### src/rtl/mvs_seq_pkg.sv
package mvs_seq_pkg;
  localparam int CNT_W  = 8;
  localparam int IDX_W  = 13;
  localparam int ADDR_W = 32;
  localparam int SLOT_SHIFT = 6;

  typedef enum logic [1:0] {
    MODE_SEQ_FRAME  = 2'd0,
    MODE_PAIR_FRAME = 2'd1,
    MODE_FIELD      = 2'd2
  } pic_mode_e;

  typedef struct packed {
    logic             odd;
    logic [IDX_W-1:0] idx;
    logic [CNT_W-1:0] y;
    logic [CNT_W-1:0] x;
  } seq_state_t;

  function automatic pic_mode_e decode_mode(input logic pair_en, input logic field_en);
    if (pair_en)       return MODE_PAIR_FRAME;
    else if (field_en) return MODE_FIELD;
    else               return MODE_SEQ_FRAME;
  endfunction

  function automatic seq_state_t advance(input seq_state_t s, input logic [CNT_W-1:0] width,
                                         input pic_mode_e m);
    seq_state_t n;
    logic [IDX_W-1:0] span;
    n     = s;
    span  = IDX_W'({width, 1'b0});
    n.x   = s.x - 1'b1;
    n.idx = s.idx + ((m == MODE_PAIR_FRAME) ? IDX_W'(1) : IDX_W'(2));
    if (n.x == '0) begin
      n.x   = width;
      n.y   = s.y - 1'b1;
      n.odd = ~s.odd;
      if (m == MODE_SEQ_FRAME) begin
        if (n.odd) begin
          n.idx    = n.idx - span;
          n.idx[0] = 1'b1;
        end else begin
          n.idx[0] = 1'b0;
        end
      end
    end
    return n;
  endfunction

  function automatic logic [ADDR_W-1:0] slot_addr(input logic [ADDR_W-1:0] base,
                                                  input logic [IDX_W-1:0] idx);
    return base + (ADDR_W'(idx) << SLOT_SHIFT);
  endfunction
endpackage

### src/rtl/mvs_pass_ctrl.sv
module mvs_pass_ctrl
  import mvs_seq_pkg::*;
(
  input  logic              clk,
  input  logic              rst_n,
  input  logic              host_we,
  input  logic [1:0]        host_sel,
  input  logic [31:0]       host_data,
  input  logic              step,
  output logic [9:0]        mode_reg,
  output logic [15:0]       remain_reg,
  output logic [13:0]       posn_reg,
  output logic              can_write,
  output logic [ADDR_W-1:0] cur_addr
);
  seq_state_t        st_q, st_step;
  logic [9:0]        mode_q;
  logic [ADDR_W-1:0] base_q;
  pic_mode_e         mode;
  logic [CNT_W-1:0]  width;

  assign width     = mode_q[CNT_W-1:0];
  assign mode      = decode_mode(mode_q[8], mode_q[9]);
  assign st_step   = step ? advance(st_q, width, mode) : st_q;
  assign can_write = (st_q.x != '0) && (st_q.y != '0);
  assign cur_addr  = slot_addr(base_q, st_q.idx);

  always_ff @(posedge clk or negedge rst_n) begin
    if (!rst_n) begin
      st_q   <= '0;
      mode_q <= '0;
      base_q <= '0;
    end else begin
      st_q <= st_step;
      if (host_we) begin
        case (host_sel)
          2'd0: mode_q <= host_data[9:0];
          2'd1: {st_q.y, st_q.x} <= host_data[15:0];
          2'd2: {st_q.odd, st_q.idx} <= host_data[13:0];
          default: base_q <= {host_data[ADDR_W-1:SLOT_SHIFT], {SLOT_SHIFT{1'b0}}};
        endcase
      end
    end
  end

  assign mode_reg   = mode_q;
  assign remain_reg = {st_q.y, st_q.x};
  assign posn_reg   = {st_q.odd, st_q.idx};

  logic hw_only;
  assign hw_only = step && !host_we;

  assert_pass_reload_R6: assert property (@(posedge clk) disable iff (!rst_n)
    (hw_only && st_q.x == 8'd1) |=> (st_q.x == $past(width) && st_q.odd != $past(st_q.odd)
                                     && st_q.y == $past(st_q.y) - 8'd1));
  assert_pair_stride_R5: assert property (@(posedge clk) disable iff (!rst_n)
    (hw_only && mode == MODE_PAIR_FRAME && st_q.x != 8'd1) |=> st_q.idx == $past(st_q.idx) + 13'd1);
  assert_odd_rewind_R7: assert property (@(posedge clk) disable iff (!rst_n)
    (hw_only && mode == MODE_SEQ_FRAME && st_q.x == 8'd1 && !st_q.odd) |=> st_q.idx[0]);
  assert_even_align_R7: assert property (@(posedge clk) disable iff (!rst_n)
    (hw_only && mode == MODE_SEQ_FRAME && st_q.x == 8'd1 && st_q.odd) |=> !st_q.idx[0]);
endmodule

### src/rtl/mvs_wr_queue.sv
module mvs_wr_queue #(
  parameter int DEPTH = 4,
  parameter int DW    = 32
) (
  input  logic          clk,
  input  logic          rst_n,
  input  logic          push,
  input  logic [DW-1:0] din,
  input  logic          pop,
  output logic [DW-1:0] dout,
  output logic          not_empty,
  output logic          full
);
  localparam int PW = (DEPTH > 1) ? $clog2(DEPTH) : 1;
  localparam int CW = $clog2(DEPTH + 1);

  logic [DW-1:0] mem [DEPTH];
  logic [PW-1:0] wp, rp;
  logic [CW-1:0] cnt;

  function automatic logic [PW-1:0] bump(input logic [PW-1:0] p);
    return (p == PW'(DEPTH - 1)) ? '0 : p + 1'b1;
  endfunction

  always_ff @(posedge clk or negedge rst_n) begin
    if (!rst_n) begin
      wp  <= '0;
      rp  <= '0;
      cnt <= '0;
    end else begin
      if (push) wp <= bump(wp);
      if (pop)  rp <= bump(rp);
      cnt <= cnt + CW'(push) - CW'(pop);
    end
  end

  always_ff @(posedge clk) begin
    if (push) mem[wp] <= din;
  end

  assign dout      = mem[rp];
  assign not_empty = (cnt != '0);
  assign full      = (cnt == CW'(DEPTH));

  assert_depth_bound_R8: assert property (@(posedge clk) disable iff (!rst_n)
    cnt <= CW'(DEPTH));
  assert_full_hold_R8: assert property (@(posedge clk) disable iff (!rst_n)
    (full && !pop) |=> full);
endmodule

### src/rtl/mvstore_wr_seq.sv
module mvstore_wr_seq
  import mvs_seq_pkg::*;
#(
  parameter int QDEPTH = 4
) (
  input  logic        clk,
  input  logic        rst_n,
  input  logic        cfg_we,
  input  logic [1:0]  cfg_sel,
  input  logic [31:0] cfg_wdata,
  input  logic        wr_req,
  output logic [9:0]  mode_o,
  output logic [15:0] remain_o,
  output logic [13:0] posn_o,
  output logic        q_full,
  output logic        mem_valid,
  output logic [31:0] mem_addr,
  input  logic        mem_ready
);
  logic              can_write, accept, pop;
  logic [ADDR_W-1:0] cur_addr;

  assign accept = wr_req && can_write && !q_full;
  assign pop    = mem_valid && mem_ready;

  mvs_pass_ctrl u_ctrl (
    .clk(clk), .rst_n(rst_n),
    .host_we(cfg_we), .host_sel(cfg_sel), .host_data(cfg_wdata),
    .step(accept),
    .mode_reg(mode_o), .remain_reg(remain_o), .posn_reg(posn_o),
    .can_write(can_write), .cur_addr(cur_addr)
  );

  mvs_wr_queue #(.DEPTH(QDEPTH), .DW(ADDR_W)) u_queue (
    .clk(clk), .rst_n(rst_n),
    .push(accept), .din(cur_addr),
    .pop(pop), .dout(mem_addr),
    .not_empty(mem_valid), .full(q_full)
  );

  assert_drop_idle_R3: assert property (@(posedge clk) disable iff (!rst_n)
    (wr_req && !accept && !cfg_we) |=> ($stable(remain_o) && $stable(posn_o)));
  assert_hold_addr_R9: assert property (@(posedge clk) disable iff (!rst_n)
    (mem_valid && !mem_ready) |=> (mem_valid && $stable(mem_addr)));
endmodule

### config.mk
export PLATFORM = sky130hd
export DESIGN_NAME = mvstore_wr_seq
export DESIGN_NICKNAME = d
export VERILOG_FILES = /design/src/rtl/mvs_seq_pkg.sv /design/src/rtl/mvs_pass_ctrl.sv /design/src/rtl/mvs_wr_queue.sv /design/src/rtl/mvstore_wr_seq.sv
export SDC_FILE = /design/constraint.sdc
export NUM_CORES = 1
export LEC_CHECK = 0
export ABC_AREA = 1
export BUFFER_PORTS_ARGS = -buffer_cell sky130_fd_sc_hd__buf_2
export CAP_MARGIN = 10
export CORE_UTILIZATION = 30
export DETAILED_ROUTE_END_ITERATION = 7
export GPL_TIMING_DRIVEN = 1
export PLACE_DENSITY = 0.48
export SLEW_MARGIN = 25
export SYNTH_ARGS = -nofsm -noshare
export SYNTH_HDL_FRONTEND = slang
export SYNTH_HIERARCHICAL = 1
export SYNTH_SLANG_ARGS = --single-unit
### constraint.sdc
create_clock -name clk -period 3.9 [get_ports clk]
set_input_delay 0.39 -clock clk [delete_from_list [all_inputs] [get_ports clk]]
set_output_delay 0.39 -clock clk [all_outputs]
set_load 0.02 [all_outputs]
After elaboration in Yosys (flattened, before gate mapping)
Memories as Yosys holds them, arrays and structs flattened.
Cells that the tools add are included.
- bitwise gates (word level): 2
- reductions and logical operators: 14
- equal/unequal tests: 6
- add/sub/neg operators: 9
- muxes and demuxes: 15
- operators by type and width (operator ; number):
    30-bit 2-to-1 mux ; 3
    32-bit by 19-bit adder with 32-bit output ; 1
    16-bit 2-to-1 mux ; 1
    8-bit nonzero test ; 2
    8-bit by 1-bit subtractor with 8-bit output (second input constant) ; 2
    14-bit 2-to-1 mux ; 1
    13-bit adder ; 1
    13-bit 2-to-1 mux ; 1
    13-bit by 9-bit subtractor with 13-bit output ; 1
    12-bit 2-to-1 mux ; 1
    2-bit 2-to-1 mux ; 5
    8-bit zero test ; 1
    2-bit == test (second input constant) ; 3
    2-bit by 1-bit adder with 2-bit output (second input constant) ; 2
    2-bit by 1-bit == test with 1-bit output (second input constant) ; 2
    1-bit logical AND ; 4
    2-bit zero test ; 2
    2-bit AND reduction ; 2
    3-bit by 1-bit adder with 3-bit output ; 1
    3-bit == test (second input constant) ; 1
    1-bit 2-to-1 mux ; 3
    3-bit nonzero test ; 1
    3-bit OR reduction ; 1
    3-bit by 1-bit subtractor with 3-bit output ; 1
    other kinds (2) ; 3
- flip-flop bits (word level): 73
- memories kept: 1
- bits in writable memories: 128
- word-level logic and storage cells: 56
- input bits: 39
- output and inout bits: 74
- memory list (memory ; depth ; bits a word ; rd ports ; clocked after Yosys merged registers in ; wr ports ; RTL line ; RTL):
    u_queue.mem ; 4 ; 32 ; 1 ; 0 ; 1 ; mvs_wr_queue.sv:17 ; logic [DW-1:0] mem [DEPTH];

Depth between registers and ports, before layout
- depth after elaboration: 12
- gate-level depth with buffers: 21
- mapped depth without buffers: 21

Cells and area by module
The synthesis kept the hierarchy.
- modules (own cells, without submodules) (module ; cells an instance ; seq. area each (um^2) ; area each (um^2) ; instances):
    mvs_wr_queue ; 552 ; 4018.9 ; 5848.1 ; 1
    mvs_pass_ctrl ; 691 ; 1651.6 ; 5044.8 ; 1
    mvstore_wr_seq ; 4 ; 0.0 ; 17.5 ; 1

Least setup slack after synthesis
No wires, ideal clock.
- kind: register to register
- start: register u_ctrl.mode_q[8], in the netlist u_ctrl/mode_reg[8]
- end: register u_ctrl.st_q, in the netlist u_ctrl/posn_reg[11]
- path buffers: 0
- setup time: 0.077 ns
- clock period less this slack: 3.062 ns
- arrival: 2.985 ns
- data required time: 3.823 ns
- path slack: 0.838 ns
- cell stages (with the launch flop): 22
- cells stage by stage: dfrtp_1 > ha_1 > inv_1 > fa_1 > inv_1 > nand2_1 > nor2_1 > inv_1 > nand2_1 > inv_1 > ha_1 > nand2_1 > nand2_1 > nand2_1 > nand2_1 > a21oi_1 > nor2_1 > nor3_1 > nand2_1 > nand2_1 > nand3_1 > a21oi_1
- longest elaborated chain between the ends: 11
- elaborated cells on any way between the ends: 12
- classes of those cells: add/sub: 2; eq/ne: 1; mux: 8; reduce/logical: 1
- RTL lines (item ; RTL line ; RTL):
    start: declaration ; mvs_pass_ctrl.sv:17 ; logic [9:0] mode_q;
    start signal: assignment ; mvs_pass_ctrl.sv:37 ; 2'd0: mode_q <= host_data[9:0];
    2-bit 2-to-1 mux * ; mvs_seq_pkg.sv:21 ; if (pair_en) return MODE_PAIR_FRAME;
    2-bit by 1-bit == test with 1-bit output ; mvs_seq_pkg.sv:33 ; n.idx = s.idx + ((m == MODE_PAIR_FRAME) ? IDX_W'(1) : IDX_W'(2));
    2-bit 2-to-1 mux ; mvs_seq_pkg.sv:33 ;
    13-bit adder ; mvs_seq_pkg.sv:33 ;
    13-bit by 9-bit subtractor with 13-bit output ; mvs_seq_pkg.sv:40 ; n.idx = n.idx - span;
    12-bit 2-to-1 mux ; mvs_seq_pkg.sv:39 ; if (n.odd) begin
    13-bit 2-to-1 mux ; mvs_seq_pkg.sv:38 ; if (m == MODE_SEQ_FRAME) begin
    30-bit 2-to-1 mux * ; mvs_seq_pkg.sv:34 ; if (n.x == '0) begin
    30-bit 2-to-1 mux * ; mvs_pass_ctrl.sv:24 ; assign st_step = step ? advance(st_q, width, mode) : st_q;
    14-bit 2-to-1 mux ; mvs_pass_ctrl.sv:36 ; case (host_sel)
    30-bit 2-to-1 mux * ; mvs_pass_ctrl.sv:35 ; if (host_we) begin
    end signal: assignment ; mvs_pass_ctrl.sv:34 ; st_q <= st_step;
    end: declaration ; mvs_pass_ctrl.sv:16 ; seq_state_t st_q, st_step;
Every way passes the cells marked *; elsewhere a longest branch is shown, timed or not.
A chain may end at the register's enable or synchronous reset.

Final worst setup path
Same ends and word-level chain as after synthesis.

==> key figures <==
Min path
  • Hold Path Depth: 2
  • Worst Hold Launch: cfg_wdata[16]
  • Worst hold path type: input pin to flip-flop
  • WHS Endpoint: u_ctrl/base_q[16]$_DFFE_PN0P_

Yosys
  • Cells after Synth: 1247
  • Post-synth cell types: 43
  • Yosys reg bits: 201
  • Yosys Warn Count: 6
  • Sequential area share after synthesis: 51.97%
  • Avg Inst Size Synth: 8.749 um^2
  • Mapped Area: 10910 um^2

Placement
  • DP HPWL: 18900 um
  • Port bufs: 112
  • Gp weighted congestion: 0.8350
  • Placed inst area: 11890 um^2
  • Dpl cells: 1794

Drt
  • Final WL: 27670 um
  • Routed length per placed instance: 15.09 um
  • Total iterations of the first detailed-routing run: 7
  • Wire length on met2: 12600 um
  • DR WL met3: 1266 um
  • DR top layer: met5
  • Wl on met1: 13240 um
  • Via density: 4.461
  • Final ANT Viol Nets: 0
  • # DRC: 10
  • Routed vias: 8182
  • DRT iter0 DRCs: 398

STA
  • TNS Setup: 0 ps
  • Hold Vio Cnt, Final: 0
  • Final min period: 3360 ps
  • Fmax: 297.6 MHz
  • Final number of max-transition violations: 0
  • Slew margin rel.: 47.09%
  • Tightest Pin Transition: 793.6 ps
  • Skew final: 13.68 ps
  • Final setup viols: 0
  • RSZ-0062 raised after global routing: no
  • Fin crit share: 86.15%
  • Worst hold slack: 104.0 ps

Setup path
  • Worst path slowest cell: dfrtp_1
  • Crit path cell chain: ha_1 > inv_1 > fa_1 > inv_1 > nand2_1 > nor2_1 > inv_1 > nand2_1 > inv_1 > ha_1 > nand2_1 > nand2_1 > nand2_1 > nand2_1 > a21oi_2 > nor2_1 > nor3_1 > nand2_1 > nand2_1 > nand3_1 > a21oi_1
  • Peak per-stage delay on the critical path: 470 ps
  • Register-to-Register Path Depth: 21
  • Worst R2R Setup Slack: 540 ps
  • CP arrival: 3800 ps
  • Critical R2R Capture: u_ctrl/posn_reg[11]$_DFF_PN0_
  • Worst-path fanout max: 6
  • CP most frequent cell: nand2_1
  • Setup crit end kind: flip-flop
  • Startpoint Class: flip-flop
  • Crit Path Class: flip-flop to flip-flop
  • Worst r2r src: u_ctrl/mode_reg[8]$_DFFE_PN0P_
  • Required @ worst endpoint: 4340 ps

Power and ir drop
  • Peak VDD IR: 0.0003454 V
  • P_leak: 5.995 nW
  • Total power: 0.01041 W
  • PwrDens: 824.0 nW/um^2

Outcome
  • Status: finished, violations left
  • Violated checks: DRC

Clock network
  • CTS tree: yes
  • Clk Latency, worst-skew pair: 520 ps
  • Root Driver: clkbuf_16
  • Post-CTS Setup Inserts: 0
  • Clock Sinks: 201
  • Total CTS buffers: 24
  • Clk buf depth: 3
  • H-Tree Depth: 1
  • Clock transition at the registers of the reported paths: 60 ps

Finish
  • Fillers: 3668
  • Antenna Cells: 0
  • Final net count: 1438
  • Area Overhead vs Synth: 15.79%
  • Final Cell Area: 12630 um^2
  • Non-filler cells, final: 1834
  • Fraction of layout cells with a size suffix above 1: 16.24%
  • Max FFs per register: 128

GRT
  • First-pass GRT wire length: 44360 um
  • Largest net degree at the start of global routing: 67
  • Initial antenna violation count: 1
  • Gr ovfl total: 0
  • Total Routing Usage GR: 15.32%
  • Vias in the first global route: 8059

Floorplan
  • Std-Cell Core Area: 35660 um^2
  • Die H: 192.7 um
  • Initial Util: 30.60%
  • Die area: 37140 um^2
  • Die Wd: 192.7 um
  • Row count: 69
  • # IOs: 113

Run
  • Max Cap Viol: 0
-- through the flow --
step | setup WS (ps) | utilization, %
2_1_floorplan | 838.1 | -
6_report | 540.0 | 35.43
3_3_place_gp | 612.4 | 33.34
5_1_grt | 150.6 | 35.43
4_1_cts | 461.8 | 35.42
3_5_place_dp | 476.3 | 33.34
-- report_power, final --
part	switching, W	internal, W
clock	0.000867	0.00124
sequential	0.000422	0.00313
combinational	0.00324	0.00151
total	0.00453	0.00588
-- layout by cell type (no fill, tap or decap), drive strengths merged, types with 4 or more instances in the layout --
master,Yosys,layout
xnor2,14,14
nand3b,4,4
nor2,78,78
clkinv,0,10
o211ai,7,7
inv,239,239
a21oi,49,49
mux2,16,16
clkbuf,13,28
ha,35,35
xor2,27,27
nand3,101,101
conb,1,6
nand4,8,8
buf,33,127
nand2,326,326
nor3,9,9
edfxtp,128,128
a32oi,4,4
dfrtp,73,73
fa,4,4
o21ai,59,59
-- synthesized netlist by cell type, drive strengths merged --
cell,count,share of area [%]
a211oi,2,0.14
a21boi,3,0.21
a21o,1,0.069
a21oi,49,2.4
a22oi,3,0.21
a2bb2oi,2,0.16
a31oi,3,0.17
a32oi,4,0.32
buf,33,2.5
clkbuf,13,0.45
conb,1,0.034
dfrtp,73,17
edfxtp,128,35
fa,4,0.73
ha,35,4.0
inv,239,8.2
mux2,16,1.7
nand2,326,11
nand3,101,4.7
nand3b,4,0.28
nand4,8,0.46
nor2,78,2.9
nor3,9,0.41
nor4,1,0.057
o211ai,7,0.48
o21a,1,0.069
o21ai,59,2.7
o21bai,1,0.069
o22ai,1,0.057
or2,1,0.057
xnor2,14,1.1
xor2,27,2.2
-- worst max path at each step --
stage	start	end	depth (start not counted)
after floorplan	u_ctrl/mode_reg[8]$_DFFE_PN0P_	u_ctrl/posn_reg[11]$_DFF_PN0_	21
after global placement	u_ctrl/mode_reg[8]$_DFFE_PN0P_	u_ctrl/posn_reg[11]$_DFF_PN0_	21
after detailed placement	u_ctrl/mode_reg[8]$_DFFE_PN0P_	u_ctrl/posn_reg[11]$_DFF_PN0_	21
after CTS	u_ctrl/mode_reg[8]$_DFFE_PN0P_	u_ctrl/posn_reg[11]$_DFF_PN0_	21
after global routing	u_ctrl/mode_reg[8]$_DFFE_PN0P_	u_ctrl/posn_reg[11]$_DFF_PN0_	21
final	u_ctrl/mode_reg[8]$_DFFE_PN0P_	u_ctrl/posn_reg[11]$_DFF_PN0_	21
-- final cells by class --
type                       instances  area, um^2  area share (%)
sequential                       201        5672           44.89
timing repair buffer             128       710.7           5.625
tap                              461       576.8           4.566
clock buffer                      28       646.9           5.120
clock inverter                    11       85.08          0.6735
inverter                         239       899.6           7.121
multi-input combinational        766        4043           32.00
-- timing repair --
action                                 4_1_cts  5_1_grt
hold buffers                                 1        0
resized for setup                            0        1
endpoints found under the hold margin       47        0
setup endpoints to repair                    0        1
-- critical path, delay by kind of cell, from the launching register on --
family | cells | cell delay [ps]
AND/OR/NAND/NOR | 12 | 1200
adder cells (fa/ha/maj) | 3 | 970
buffers and inverters | 4 | 280
flip-flops | 1 | 470
AO/OA/AOI/OAI | 2 | 350
-- cell families (layout without fill, tap and decap cells) --
group,after synthesis,in the layout,share of synthesized area (%)
AND/OR/NAND/NOR,528,528,20.05
buffers and inverters,285,406,11.18
flip-flops,201,201,51.97
AO/OA/AOI/OAI,136,136,7.076
XOR/XNOR,41,41,3.291
adder cells (fa/ha/maj),39,39,4.748
multiplexers,16,16,1.651
other,1,6,0.03437
-- layer usage --
metal / vias to the layer above / global-route usage, %
li1: 4189 / -
met1: 3806 / 20.90
met2: 147 / 24.94
met3: 38 / 2.819
met4: 2 / 3.664
met5: - / 0
Power figures use the tool's default switching activity.
